### src/rtl/ptw_pkg.sv
package ptw_pkg;
  localparam int AW    = 32;
  localparam int DOM_W = 4;
  localparam int AP_W  = 2;
  localparam int NSUB  = 4;

  typedef enum logic [1:0] {
    KIND_SECTION = 2'd0,
    KIND_LARGE   = 2'd1,
    KIND_SMALL   = 2'd2,
    KIND_TINY    = 2'd3
  } pg_kind_e;

  typedef struct packed {
    logic [AW-1:0]   pa;
    logic [AP_W-1:0] ap;
    logic            c;
    logic            b;
    pg_kind_e        kind;
    logic            fault;
  } xlat_res_t;

  function automatic logic [AW-1:0] l1_desc_addr(input logic [AW-1:0] ttb,
                                                 input logic [AW-1:0] va);
    return {ttb[31:14], va[31:20], 2'b00};
  endfunction

  function automatic logic [AW-1:0] l2_desc_addr(input logic [AW-1:0] d1,
                                                 input logic [AW-1:0] va,
                                                 input logic fine);
    if (fine) return {d1[31:12], va[19:10], 2'b00};
    return {d1[31:10], va[19:12], 2'b00};
  endfunction

  function automatic xlat_res_t fault_res();
    xlat_res_t r;
    r = '0;
    r.fault = 1'b1;
    return r;
  endfunction
endpackage

### src/rtl/ptw_l1_decode.sv
module ptw_l1_decode import ptw_pkg::*; (
  input  logic [AW-1:0]    desc_i,
  input  logic [AW-1:0]    va_i,
  output logic             fault_o,
  output logic             section_o,
  output logic [DOM_W-1:0] domain_o,
  output logic [AW-1:0]    next_addr_o,
  output xlat_res_t        sect_res_o
);
  logic fine;
  logic unused_bits;
  assign unused_bits = ^{desc_i[9], desc_i[4], va_i[31:20]};

  always_comb begin
    fault_o   = 1'b0;
    section_o = 1'b0;
    fine      = 1'b0;
    unique case (desc_i[1:0])
      2'b00: fault_o   = 1'b1;
      2'b10: section_o = 1'b1;
      2'b11: fine      = 1'b1;
      default: ;
    endcase
  end

  assign domain_o    = desc_i[8:5];
  assign next_addr_o = l2_desc_addr(desc_i, va_i, fine);

  always_comb begin
    sect_res_o       = '0;
    sect_res_o.pa    = {desc_i[31:20], va_i[19:0]};
    sect_res_o.ap    = desc_i[11:10];
    sect_res_o.c     = desc_i[3];
    sect_res_o.b     = desc_i[2];
    sect_res_o.kind  = KIND_SECTION;
  end
endmodule

### src/rtl/ptw_l2_decode.sv
module ptw_l2_decode import ptw_pkg::*; (
  input  logic [AW-1:0] desc_i,
  input  logic [AW-1:0] va_i,
  output xlat_res_t     res_o
);
  logic [AP_W-1:0] sub_ap [NSUB];
  logic unused_va;
  assign unused_va = ^va_i[AW-1:16];

  for (genvar g = 0; g < NSUB; g++) begin : g_sub
    assign sub_ap[g] = desc_i[4 + AP_W*g +: AP_W];
  end

  always_comb begin
    res_o   = '0;
    res_o.c = desc_i[3];
    res_o.b = desc_i[2];
    unique case (desc_i[1:0])
      2'b01: begin
        res_o.kind = KIND_LARGE;
        res_o.pa   = {desc_i[31:16], va_i[15:0]};
        res_o.ap   = sub_ap[va_i[15:14]];
      end
      2'b10: begin
        res_o.kind = KIND_SMALL;
        res_o.pa   = {desc_i[31:12], va_i[11:0]};
        res_o.ap   = sub_ap[va_i[11:10]];
      end
      2'b11: begin
        res_o.kind = KIND_TINY;
        res_o.pa   = {desc_i[31:10], va_i[9:0]};
        res_o.ap   = sub_ap[0];
      end
      default: res_o = fault_res();
    endcase
  end
endmodule

### src/rtl/ptw_walker.sv
module ptw_walker import ptw_pkg::*; (
  input  logic             clk,
  input  logic             rst_n,
  input  logic [AW-1:0]    ttb_i,
  input  logic             req_valid_i,
  input  logic [AW-1:0]    req_va_i,
  output logic             req_ready_o,
  output logic             mem_rd_o,
  output logic [AW-1:0]    mem_addr_o,
  input  logic             mem_rvalid_i,
  input  logic [AW-1:0]    mem_rdata_i,
  output logic             done_o,
  output logic             fault_o,
  output logic             fault_level_o,
  output logic [AW-1:0]    pa_o,
  output logic [AP_W-1:0]  ap_o,
  output logic [DOM_W-1:0] domain_o,
  output logic             cacheable_o,
  output logic             bufferable_o,
  output logic [1:0]       kind_o
);
  typedef enum logic [1:0] {ST_IDLE, ST_L1, ST_L2} st_e;

  st_e              state_q;
  logic [AW-1:0]    va_q, addr_q;
  logic [DOM_W-1:0] dom_q;
  xlat_res_t        res_q;
  logic             flvl_q, done_q;

  logic             l1_fault, l1_section;
  logic [DOM_W-1:0] l1_dom;
  logic [AW-1:0]    l1_next;
  xlat_res_t        l1_res, l2_res;

  logic accept, l1_take, l2_take;
  logic unused_ttb;
  assign unused_ttb = ^ttb_i[13:0];

  assign accept  = (state_q == ST_IDLE) && req_valid_i;
  assign l1_take = (state_q == ST_L1) && mem_rvalid_i;
  assign l2_take = (state_q == ST_L2) && mem_rvalid_i;

  ptw_l1_decode u_l1 (
    .desc_i(mem_rdata_i), .va_i(va_q), .fault_o(l1_fault),
    .section_o(l1_section), .domain_o(l1_dom),
    .next_addr_o(l1_next), .sect_res_o(l1_res)
  );

  ptw_l2_decode u_l2 (.desc_i(mem_rdata_i), .va_i(va_q), .res_o(l2_res));

  always_ff @(posedge clk or negedge rst_n) begin
    if (!rst_n) begin
      state_q <= ST_IDLE;
      va_q    <= '0;
      addr_q  <= '0;
      dom_q   <= '0;
      res_q   <= '0;
      flvl_q  <= 1'b0;
      done_q  <= 1'b0;
    end else begin
      done_q <= 1'b0;
      unique case (state_q)
        ST_IDLE: if (accept) begin
          va_q    <= req_va_i;
          addr_q  <= l1_desc_addr(ttb_i, req_va_i);
          state_q <= ST_L1;
        end
        ST_L1: if (l1_take) begin
          dom_q <= l1_dom;
          if (l1_fault || l1_section) begin
            res_q   <= l1_fault ? fault_res() : l1_res;
            flvl_q  <= 1'b0;
            done_q  <= 1'b1;
            state_q <= ST_IDLE;
          end else begin
            addr_q  <= l1_next;
            state_q <= ST_L2;
          end
        end
        ST_L2: if (l2_take) begin
          res_q   <= l2_res;
          flvl_q  <= 1'b1;
          done_q  <= 1'b1;
          state_q <= ST_IDLE;
        end
        default: state_q <= ST_IDLE;
      endcase
    end
  end

  assign req_ready_o   = (state_q == ST_IDLE);
  assign mem_rd_o      = (state_q == ST_L1) || (state_q == ST_L2);
  assign mem_addr_o    = addr_q;
  assign done_o        = done_q;
  assign fault_o       = res_q.fault;
  assign fault_level_o = flvl_q;
  assign pa_o          = res_q.pa;
  assign ap_o          = res_q.ap;
  assign domain_o      = dom_q;
  assign cacheable_o   = res_q.c;
  assign bufferable_o  = res_q.b;
  assign kind_o        = res_q.kind;

  AST_ADDR_HOLD: assert property (@(posedge clk) disable iff (!rst_n)
    mem_rd_o && !mem_rvalid_i |=> mem_rd_o && $stable(mem_addr_o));
  AST_DONE_ONE_CYCLE: assert property (@(posedge clk) disable iff (!rst_n)
    done_o |=> !done_o);
  AST_DONE_AFTER_DATA: assert property (@(posedge clk) disable iff (!rst_n)
    done_o |-> $past(l1_take || l2_take));
  AST_IDLE_QUIET: assert property (@(posedge clk) disable iff (!rst_n)
    req_ready_o |-> !mem_rd_o);
  AST_FAULT_CLEAN: assert property (@(posedge clk) disable iff (!rst_n)
    done_o && fault_o |-> pa_o == '0 && ap_o == '0 && kind_o == '0
                          && !cacheable_o && !bufferable_o);
  AST_L2_FROM_TABLE: assert property (@(posedge clk) disable iff (!rst_n)
    $rose(state_q == ST_L2) |-> $past(l1_take && !l1_fault && !l1_section));
endmodule

### config.mk
export PLATFORM = sky130hd
export DESIGN_NAME = ptw_walker
export DESIGN_NICKNAME = d
export VERILOG_FILES = /design/src/rtl/ptw_pkg.sv /design/src/rtl/ptw_l1_decode.sv /design/src/rtl/ptw_l2_decode.sv /design/src/rtl/ptw_walker.sv
export SDC_FILE = /design/constraint.sdc
export NUM_CORES = 1
export LEC_CHECK = 0
export ABC_AREA = 1
export BUFFER_PORTS_ARGS = -buffer_cell sky130_fd_sc_hd__buf_2
export CORE_UTILIZATION = 48
export CTS_BUF_LIST = sky130_fd_sc_hd__clkbuf_16
export DETAILED_ROUTE_END_ITERATION = 8
export GPL_TIMING_DRIVEN = 0
export PLACE_DENSITY = 0.82
export SYNTH_ARGS = -nofsm -noshare
export SYNTH_HDL_FRONTEND = slang
export SYNTH_SLANG_ARGS = --single-unit
### constraint.sdc
create_clock -name clk -period 1.8 [get_ports clk]
set_input_delay 0.36 -clock clk [delete_from_list [all_inputs] [get_ports clk]]
set_output_delay 0.36 -clock clk [all_outputs]
set_load 0.02 [all_outputs]
Yosys cells after proc, flatten, opt, wreduce, memory -nomap -nowiden
Index checks and enable logic that the tools add are counted.
Word-level totals
  register bits: 99
  bits of input ports: 100
  output and inout port bits: 79
  logic and storage cells: 79
Operators by class
  magnitude comparators: 2
  eq/ne operators: 10
  bitwise operators: 2
  mux-type cells: 38
  reduce and logical (&&, ||, !) cells: 15
Operators with widths (number)
  32-bit two-way mux: 5
  39-bit two-way mux: 4
  34-bit case mux with 3 select lines: 1
  39-bit case mux with 2 select lines: 1
  32-bit case mux with 2 select lines: 1
  2-bit two-way mux: 9
  2-bit case mux with 3 select lines: 2
  1-bit two-way mux: 11
  2-bit binary-select mux with 2-bit select: 2
  2-bit != test, second input constant: 4
  4-bit AND reduction: 2
  2-bit == test, second input constant: 3
  3-bit greater-or-equal comparator, second input constant: 2
  2-bit NOT with 3-bit output: 2
  2-bit by 1-bit == test with 1-bit output, second input constant: 2
  2-bit zero test: 2
  1-bit case mux with 2 select lines: 2
  2-bit AND reduction: 2
  2-bit nonzero test: 2
  1-bit logical AND: 3
  3-bit AND reduction: 1
  3-bit OR reduction: 1
  1-bit logical OR: 2
  2-bit by 1-bit != test with 1-bit output, second input constant: 1

Logic depth before layout (Yosys ltp)
Gate-level depths: netlist of run 1.
  word-level depth: 7
  depth in mapped cells: 11

Modules after synthesis
A second synthesis of run 1 with hierarchy kept.
Unflattened totals
  cells, all modules: 886
  area total of the unflattened synthesis: 6439.9 sq um
By module, submodules not included
  ptw_walker: area each 5240.0 sq um, sequential area each 2777.7 sq um, times used 1, cells each 657
  ptw_l1_decode: area each 656.9 sq um, sequential area each 0.0 sq um, times used 1, cells each 102
  ptw_l2_decode: area each 543.0 sq um, sequential area each 0.0 sq um, times used 1, cells each 127

Worst setup path before layout of run 1
No wires, ideal clock.
  kind: register to register
  start point: register state_q[0]
  end point: register res_q, in the netlist pa_o[17]
  buffers on the path: 2
  path slack: 163 ps
  data arrival time: 1507 ps
  cell stages (with the launch flop): 10
  setup time: 130 ps
  clock period less this slack: 1637 ps
  cell sequence: dfrtp_1 -> inv_1 -> ha_1 -> inv_1 -> nor2_4 -> nand2_1 -> buf_4 -> buf_4 -> nand2_1 -> o21ai_0
On the way
  longest elaborated chain between the ends: 4
  elaborated cells on any way between the ends: 10
Ends and longest elaborated chain
  from (decl): RTL line ptw_walker.sv:24  | st_e state_q;
  from (signal assigned): RTL line ptw_walker.sv:53  | state_q <= ST_IDLE;
  from (signal assigned): RTL line ptw_walker.sv:66  | state_q <= ST_L1;
  from (signal assigned): RTL line ptw_walker.sv:74  | state_q <= ST_IDLE;
  2-bit == test / 2-bit by 1-bit == test with 1-bit output (equally long branches): RTL line ptw_walker.sv:41, ptw_walker.sv:62, ptw_walker.sv:40
  1-bit logical AND, on equally long branches: RTL line ptw_walker.sv:41, ptw_walker.sv:40
  2-bit != test (no line)
  4-bit AND reduction (no line)
  to (signal assigned): RTL line ptw_walker.sv:71  | res_q <= l1_fault ? fault_res() : l1_res;
  to (signal assigned): RTL line ptw_walker.sv:81  | res_q <= l2_res;
  to (decl): RTL line ptw_walker.sv:27  | xlat_res_t res_q;
Parallel ways exist; a longest one is shown, timed or not.
A chain may end at the register's enable or synchronous reset.

Worst setup path in the final report of run 1
  start point: register state_q[1]
  end point: register addr_q[14] (netlist: mem_addr_o[14])
On the way
  longest elaborated chain between the ends: 4
  elaborated cells on any way between the ends: 10
Ends and longest elaborated chain
  2-bit by 1-bit == test with 1-bit output / 2-bit zero test (equally long branches): RTL line ptw_walker.sv:40, ptw_walker.sv:62, ptw_walker.sv:39
  1-bit logical AND, on equally long branches: RTL line ptw_walker.sv:40, ptw_walker.sv:39
  2-bit != test (no line) / 2-bit by 1-bit != test with 1-bit output (equally long branches)
  4-bit AND reduction (no line)
  to (signal assigned): RTL line ptw_walker.sv:65  | addr_q <= l1_desc_addr(ttb_i, req_va_i);
  to (signal assigned): RTL line ptw_walker.sv:76  | addr_q <= l1_next;
  to (decl): RTL line ptw_walker.sv:25  | logic [AW-1:0] va_q, addr_q;
Parallel ways exist; a longest one is shown, timed or not.

==> results of run 1 <==
-- cells in the final DEF (no fill, tap or decap), types with 2 or more instances in the layout --
cell type | netlist | layout
clkbuf_16 | 0 | 9
inv_1 | 34 | 35
clkbuf_2 | 0 | 3
buf_2 | 5 | 162
inv_4 | 0 | 2
mux2_2 | 4 | 4
dfrtp_1 | 97 | 97
nand3_1 | 12 | 12
clkbuf_1 | 12 | 8
nor2_1 | 49 | 49
nor2_4 | 2 | 2
nand2_2 | 1 | 3
buf_4 | 6 | 10
o21ai_0 | 42 | 42
a31oi_1 | 30 | 30
buf_6 | 6 | 10
clkinv_2 | 0 | 3
a22o_1 | 17 | 17
conb_1 | 1 | 2
nand2_1 | 129 | 127
ha_1 | 3 | 2
o21ai_1 | 8 | 8
inv_2 | 5 | 3
a21oi_1 | 35 | 35
-- cell type report --
type	instances	share of cell area (%)
flip-flops and latches	97	42.5
multi-input cells	338	29.1
repair buffers	165	15.0
clock buffers	9	3.94
plain buffers	29	3.72
inverters	39	2.65
well taps	108	2.37
clock inverters	7	0.679
-- power by group --
part	internal, mW	switching, mW	leakage, nW
sequential	3.27	0.571	1.15
combinational	2.39	4.16	1.72
clock	0.922	0.802	0.134
total	6.59	5.53	3.00
-- state kept, by name, summed over array words and instances (netlist names) --
register / cells
pa_o: 32
mem_addr_o: 30
va_q: 20
domain_o: 4
ap_o: 2
kind_o: 2
state_q: 2
bufferable_o: 1
cacheable_o: 1
done_o: 1
fault_level_o: 1
fault_o: 1
-- per-stage QoR --
| stage | util [%] | cell area [um^2] | instances | TNS, ns |
|---|---|---|---|---|
| global placement | 60.7 | 5340 | 772 | -53.58 |
| global route | 64.8 | 5710 | 792 | -0.340 |
| floorplan | - | 4400 | 503 | 0 |
| finish | 64.8 | 5710 | 792 | 0 |
| CTS | 64.1 | 5640 | 789 | 0 |
| detailed placement | 61.0 | 5370 | 773 | -0.420 |
-- critical path: cells and delay by family (launching register included) --
kind | cells | cell delay (ns)
fa+ha+maj | 1 | 0.16
flops | 1 | 0.40
compound gates | 2 | 0.21
buf+inv | 4 | 0.48
simple gates | 3 | 0.36
-- cells in the mapped netlist --
library cell and count:
buf_6 6, dfrtp_1 97, o21ai_4 1, inv_2 5, mux2_2 4, inv_1 34, ha_1 3, o21ai_0 42
nor2_4 2, clkbuf_1 12, nor2_2 1, nand2_1 129, a21oi_1 35, nand2_2 1, conb_1 1, nand3_1 12
a31oi_1 30, buf_4 6, o21ai_1 8, nor3_1 1, a22o_1 17, nand3_2 1, buf_2 5, nor2_1 49
-- how the worst min path moves through the flow --
stage / startpoint / to / cells after the start / slack, ns
2_1_floorplan: rst_n / ap_o[0] / 0 / 0.06
3_3_place_gp: fault_level_o / fault_level_o / 2 / 0.45
3_5_place_dp: rst_n / va_q[1] / 1 / 0.38
4_1_cts: rst_n / pa_o[26] / 1 / 0.03
5_1_grt: rst_n / va_q[1] / 1 / 0.04
6_report: rst_n / va_q[1] / 1 / 0.004
-- cells by family (layout without fill, tap and decap cells) --
logic type               count (synthesis)  count (layout)  share of synthesized area (%)
AND/OR/NAND/NOR                        196             196                           17.7
AO/OA/AOI/OAI                          133             133                           17.7
flip-flops                              97              97                           55.2
buffers and inverters                   68             249                           7.48
multiplexers                             4               4                           1.02
adder cells (fa/ha/maj)                  3               3                          0.853
other                                    1               2                         0.0852
-- timing repair --
action | CTS | global route
gates cloned | 0 | 1
gates resized for setup | 3 | 22
setup endpoints to repair | 13 | 68
setup buffers | 0 | 2
hold buffers | 0 | 0
hold endpoints to repair | 0 | 0
pin swaps | 0 | 2
-- metal layers --
layer / part of all wire, % / GRT usage (%)
met2: 49 / 44.0
met5: 0 / 0
met1: 42 / 35.4
met4: 1.5 / 7.93
met3: 7.9 / 5.65
==> metrics.md, run 1 <==
| Metric | Value |
|---|---|
| Status | `complete, but fails checks` |
| Violated checks | `design-rule violations` |
| Fillers | `740` |
| Nets | `782` |
| Skew-Pair Late Insertion Delay | `0.34 ns` |
| P_leak | `3.00 nW` |
| Area leader, netlist | `dfrtp_1` |
| GRT Total Usage | `26.6%` |
| Area of the multi-input gates | `1660 um^2` |
| 1st-iter DRT viols | `261` |
| Ys Warns | `0` |
| Die area | `9550 um^2` |
| Storage cell area | `2430 um^2` |
| R2r setup slk | `0.09 ns` |
| Vias/cell | `5.37` |
| Antenna-violating nets left | `0` |
| Max incr delay on CP | `0.40 ns` |
| Slowest CP cell | `dfrtp_1` |
| Largest net degree at the start of global routing | `58` |
| Hold Path Class | `primary input to async pin` |
| Min Hold Slack | `0.00387 ns` |
| Grt ovf | `0` |
| Root Buffer | `clkbuf_16` |
| Total Power | `12.1 mW` |
| Die Wd | `97.7 um` |
| Startpoint Class | `flop` |
| Final Hold Viols | `0` |
| Row count | `34` |
| Post-synth cell types | `24` |
| Cell count of the worst reg-to-reg path | `10` |
| FF-to-FF End | `mem_addr_o[14]` |
| #FFs+latches synth | `97` |
| Vias in the first global route | `4204` |
| Gate Count Post-Synth | `502` |
| Largest buffer count on any clock path | `2` |
| Htree depth | `3` |
| CTS Sinks | `97` |
| Max Fanout on Critical Path | `10` |
| Final min period | `1.71 ns` |
| CP startpoint | `state_q[1]` |
| TritonCTS clock tree | `done` |
| Wire per inst | `15.6 um` |
| Number of port buffers | `161` |
| Antenna diodes | `0` |
| Pwr Density | `2120 nW/um^2` |
| Area contributors post-synth | `dfrtp_1 55%, nand2_1 11%, o21ai_0 4.8%` |
| Layout Skew | `0.00550 ns` |
| R2R Path Start | `state_q[1]` |
| Post-synth top area share | `55.2%` |
| WP data required | `2.05 ns` |
| WS Path Type | `flop to flop` |
| Share of layout cells above drive strength 1 | `31.9%` |
| Fin. max-slew vios | `0` |
| Final WS setup | `0.0872 ns` |
| CTS buffer count | `9` |
| Critical path, cell by cell | `inv_1 -> ha_1 -> buf_6 -> nand2_2 -> inv_2 -> a21oi_1 -> nor2_4 -> buf_6 -> nor2_1 -> a31oi_1` |
| Starting Density | `50.0%` |
| Fmax achieved | `584 MHz` |
| Post-synthesis sequential area ratio | `55.2%` |
| DR DRC count | `24` |
| Critical Path Most Common Cell | `buf_6` |
| Vias | `4250` |
| Pre-CTS WS | `-0.0587 ns` |
| Layout area overhead | `29.8%` |
| Post-synthesis cell area | `4400 um^2` |
| Io pins | `179` |
| Slew HR | `63.5%` |
| Avg Inst Size Synth | `8.76 um^2` |
| Max_cap viols | `0` |
| Critical Path End | `mem_addr_o[14]` |
| Global-route wire length before repair | `20000 um` |
| HPWL Detailed | `9310 um` |
| CP Capture Type | `flop` |
| Setup violators final | `0` |
| CTS clk-pin slew, worst paths | `0.06 ns` |
| WP data arrival | `1.96 ns` |
| Drt total wl | `12300 um` |
| Initial antenna violation count | `0` |
| Part of the cycle the worst path needs | `95.2%` |
| Placer Congestion | `0.925` |
| Die Span Y | `97.7 um` |
| Drt pass-1 iters | `8` |
| RSZ-0062 raised after global routing | `yes` |
| Slew at the pin closest to its max-slew limit | `0.548 ns` |
| Core ar. | `8810 um^2` |
| Peak VDD IR | `0.000999 V` |
(Power assumes the default switching activity.)
==> run 2: changes to the inputs <==
--- a/config.mk
+++ b/config.mk
@@ -5,13 +5,12 @@
 export SDC_FILE = /design/constraint.sdc
 export NUM_CORES = 1
 export LEC_CHECK = 0
-export ABC_AREA = 1
 export BUFFER_PORTS_ARGS = -buffer_cell sky130_fd_sc_hd__buf_2
 export CORE_UTILIZATION = 48
 export CTS_BUF_LIST = sky130_fd_sc_hd__clkbuf_16
 export DETAILED_ROUTE_END_ITERATION = 8
 export GPL_TIMING_DRIVEN = 0
-export PLACE_DENSITY = 0.82
+export PLACE_DENSITY = 0.81
 export SYNTH_ARGS = -nofsm -noshare
 export SYNTH_HDL_FRONTEND = slang
 export SYNTH_SLANG_ARGS = --single-unit
==> run 2 against run 1 <==
- clock power is 8% higher
- sequential power is 1% higher
- first-iteration DRC count is 54% lower
- highest routed layer unchanged
- critical endpoint is now state_q[1]
- critical path type unchanged
- the run now ends clean
- routed wire length is 6.5% lower
- cell count is 18% lower
- combinational power is 7.0% lower
- via count is 17% lower
- die area is 2.1% higher
- sequential share of layout area is 1.1 points lower
- core utilization is 1.1 points higher
- area after synthesis is 2.1% higher
==> metrics.md, run 2 <==
| Metric | Value |
|---|---|
| Largest register FFs | `32 (unchanged)` |
| P_sw | `4.79 mW (was 5.53 mW)` |
| Reg power frac | `32.8% (was 31.7%)` |
| Ys Warns | `0 (unchanged)` |
| Synth cell count leaders | `97 x dfrtp_1, 37 x a21oi_1, 35 x nor2_1 (was 129 x nand2_1, 97 x dfrtp_1, 49 x nor2_1)` |
| CP Capture Type | `flop (unchanged)` |
| Vias in the first global route | `3704 (was 4204)` |
| Layout Cells excl Fill | `652 (was 792)` |
| Clk pwr share | `15.7% (was 14.2%)` |
| Gate Count Post-Synth | `358 (was 502)` |
| Initial antenna violation count | `0 (unchanged)` |
| Htree depth | `3 (unchanged)` |
| RSZ-0062 raised after global routing | `yes (unchanged)` |
| GRT Total Usage | `24.5% (was 26.6%)` |
| Root Buffer | `clkbuf_16 (unchanged)` |
| Synth Area in Adders | `0.836% (was 0.853%)` |
| Slew at the pin closest to its max-slew limit | `0.538 ns (was 0.548 ns)` |
| Final setup TNS | `0 ns (unchanged)` |
| Drt pass-1 iters | `4 (was 8)` |
| Largest buffer count on any clock path | `2 (unchanged)` |
| Die area | `9750 um^2 (was 9550 um^2)` |
| Share of layout cells above drive strength 1 | `48.0% (was 31.9%)` |
| Antenna-violating nets left | `0 (unchanged)` |
| Pint | `7.04 mW (was 6.59 mW)` |
| Io pins | `179 (unchanged)` |
| Post-synth cell types | `30 (was 24)` |
| WP data arrival | `1.93 ns (was 1.96 ns)` |
| Switching part of the total power | `40.5% (was 45.6%)` |
| Fmax achieved | `580 MHz (was 584 MHz)` |
| Post-synth top area share | `54.0% (was 55.2%)` |
| Final min period | `1.72 ns (was 1.71 ns)` |
| DR DRC count | `0 (was 24)` |
| CTS Hold Bufs | `0 (unchanged)` |
| Part of the cycle the worst path needs | `95.8% (was 95.2%)` |
| WS Path Type | `flop to flop (unchanged)` |
| Fillers | `710 (was 740)` |
| Number of port buffers | `162 (was 161)` |
| Gate power share | `51.5% (was 54.0%)` |
| Asr flop ratio synth | `100% (unchanged)` |
| 1st-iter DRT viols | `121 (was 261)` |
| Area contributors post-synth | `dfrtp_1 54%, mux2i_1 7.6%, mux2_2 7.5% (was dfrtp_1 55%, nand2_1 11%, o21ai_0 4.8%)` |
| Post-synthesis cell area | `4490 um^2 (was 4400 um^2)` |
| Max Fanout on Critical Path | `10 (unchanged)` |
| Starting Density | `50.5% (was 50.0%)` |
| CTS clk-pin slew, worst paths | `0.07 ns (was 0.06 ns)` |
| Multiplexer share of the synthesized area | `22.5% (was 1.02%)` |
| Area leader, netlist | `dfrtp_1 (unchanged)` |
| Inst Count DP | `630 (was 773)` |
| Commonest non-fill, non-tap cell in the layout | `buf_2 (unchanged)` |
| Primary FF master, synth | `dfrtp_1 (unchanged)` |
| Layout area overhead | `30.4% (was 29.8%)` |
| Drt total wl | `11500 um (was 12300 um)` |
| Pwr Density | `2020 nW/um^2 (was 2120 nW/um^2)` |
| Synth Area in Compound Gates | `12.7% (was 17.7%)` |
| Commonest cells after routing, fill and taps aside | `173 x buf_2, 97 x dfrtp_1, 37 x a21oi_1 (was 162 x buf_2, 127 x nand2_1, 97 x dfrtp_1)` |
| Post-synthesis sequential area ratio | `54.0% (was 55.2%)` |
| Global-route wire length before repair | `18500 um (was 20000 um)` |
| WP data required | `2.00 ns (was 2.05 ns)` |
| Most frequent cell after synthesis | `dfrtp_1 (was nand2_1)` |
| Setup violators final | `0 (unchanged)` |
| Max_cap viols | `0 (unchanged)` |
| Layout Skew | `0.00905 ns (was 0.00550 ns)` |
| Placer Congestion | `0.756 (was 0.925)` |
| Skew-Pair Late Insertion Delay | `0.34 ns (about the same)` |
| Post-synth EDFFs | `0 (unchanged)` |
| CTS Sinks | `97 (unchanged)` |
| CTS buffer count | `9 (unchanged)` |
| Nets | `643 (was 782)` |
| TritonCTS clock tree | `done (unchanged)` |
| Vias | `3509 (was 4250)` |
| Grt ovf | `0 (unchanged)` |
| Area share of xor/xnor cells in the synthesized design | `0% (unchanged)` |
| Simple-gate share of the synthesized area | `5.43% (was 17.7%)` |
| Peak VDD IR | `0.000901 V (was 0.000999 V)` |
| #FFs+latches synth | `97 (unchanged)` |
| Antenna diodes | `0 (unchanged)` |
| Row count | `34 (unchanged)` |
| HPWL Detailed | `8610 um (was 9310 um)` |
| Die Span Y | `98.7 um (was 97.7 um)` |
| Largest family of logic cells by synthesized area | `multiplexers (was compound AO/OA/AOI/OAI gates)` |
| Wire per inst | `17.7 um (was 15.6 um)` |
| Status | `completed (was complete, but fails checks)` |
| Fin. max-slew vios | `0 (unchanged)` |
| Startpoint Class | `flop (unchanged)` |
| Die Wd | `98.7 um (was 97.7 um)` |
| Avg Inst Size Synth | `12.5 um^2 (was 8.76 um^2)` |
| Vias/cell | `5.38 (was 5.37)` |
| Hold Path Class | `primary input to async pin (unchanged)` |
| P_leak | `2.94 nW (was 3.00 nW)` |
| Core ar. | `8890 um^2 (was 8810 um^2)` |
| Final Hold Viols | `0 (unchanged)` |
| Largest net degree at the start of global routing | `58 (unchanged)` |
| Slew HR | `64.1% (was 63.5%)` |
run 2: cell types whose count changed after synthesis, sizes merged, moves of 17 or more:
cell	previous run	this run
nand2	130	12
mux2i	0	34
inv	39	5
a31oi	30	2
o21ai	51	3
mux2	4	53
nor2	52	35
run 2: final timing paths:
| path | from | cells after the start | slack, ns | end |
|---|---|---|---|---|
| hold reg to reg | kind_o[1] | 1 | 0.49 | kind_o[1] |
| setup reg to reg | state_q[0] | 7 | 0.08 | state_q[1] |
| min in group clk | mem_rdata_i[2] | 2 | 0.25 | bufferable_o |
| setup / recovery | state_q[0] | 7 | 0.08 | state_q[1] |
| hold / removal | rst_n | 1 | 0.006 | mem_addr_o[20] |
| max in group asynchronous | rst_n | 2 | 1.13 | pa_o[31] |
run 2: cells by family (layout without fill, tap and decap cells):
logic type                 count (synthesis)  after routing
AOI/OAI and AO/OA                         81             81
adders and majority gates                  3              3
buffers and inverters                     31            216
DFF                                       97             97
muxes                                     89             89
other                                      1              2
and+or+nand+nor                           56             56
run 2: metal layers:
metal  share of wire [%]  track usage (%)  vias up
li1                    -                -     1645
met2                  48             41.4      147
met1                  45             32.3     1708
met5                   0                0        -
met3                 6.8             5.32        9
met4                0.82             5.97        0
run 2: worst max-delay path: stages (launching register included):
cell	delay, ns
dfrtp_1	0.39
inv_2	0.06
ha_2	0.18
buf_6	0.13
clkbuf_4	0.20
o21bai_1	0.29
o21ai_0	0.19
mux2i_1	0.16
run 2: per-stage QoR:
| stage | utilization (%) | setup slack, ns | instance area (um^2) | power, mW | hold slack [ns] |
|---|---|---|---|---|---|
| after global routing | 65.9 | -0.0226 | 5860 | 12.5 | 0.0534 |
| after floorplan | - | 0.0949 | 4500 | 7.92 | 0.0644 |
| after CTS | 65.3 | 0.0163 | 5800 | 11.8 | 0.0193 |
| final | 65.9 | 0.0760 | 5860 | 11.8 | 0.00557 |
| after detailed placement | 61.5 | -0.0859 | 5470 | 9.76 | 0.380 |
| after global placement | 61.2 | -0.559 | 5440 | 9.56 | 0.468 |
run 2: power groups by stage:
stage / clock network, mW / logic [mW] / registers, mW
after global placement: 0 / 5.71 / 3.85
final: 1.86 / 6.09 / 3.88
after floorplan: 0 / 3.17 / 4.75
after global routing: 1.97 / 6.54 / 4.01
after detailed placement: 0 / 5.86 / 3.90
after CTS: 1.89 / 6.02 / 3.88
run 2: final cells by class:
type | instances | area, um^2 | share of cell area (%)
multi-input cells | 231 | 1890 | 32.3
clock buffers | 9 | 225 | 3.84
clock inverters | 6 | 61.3 | 1.05
flip-flops and latches | 97 | 2430 | 41.4
well taps | 108 | 135 | 2.31
repair buffers | 170 | 906 | 15.5
plain buffers | 26 | 191 | 3.27
inverters | 5 | 18.8 | 0.320
run 2: timing repair:
item / CTS / global route
resized for setup: 4 / 8
pin swaps: 0 / 1
endpoints found under the hold margin: 0 / 0
buffers inserted: 2 / 5
setup endpoints to repair: 35 / 70
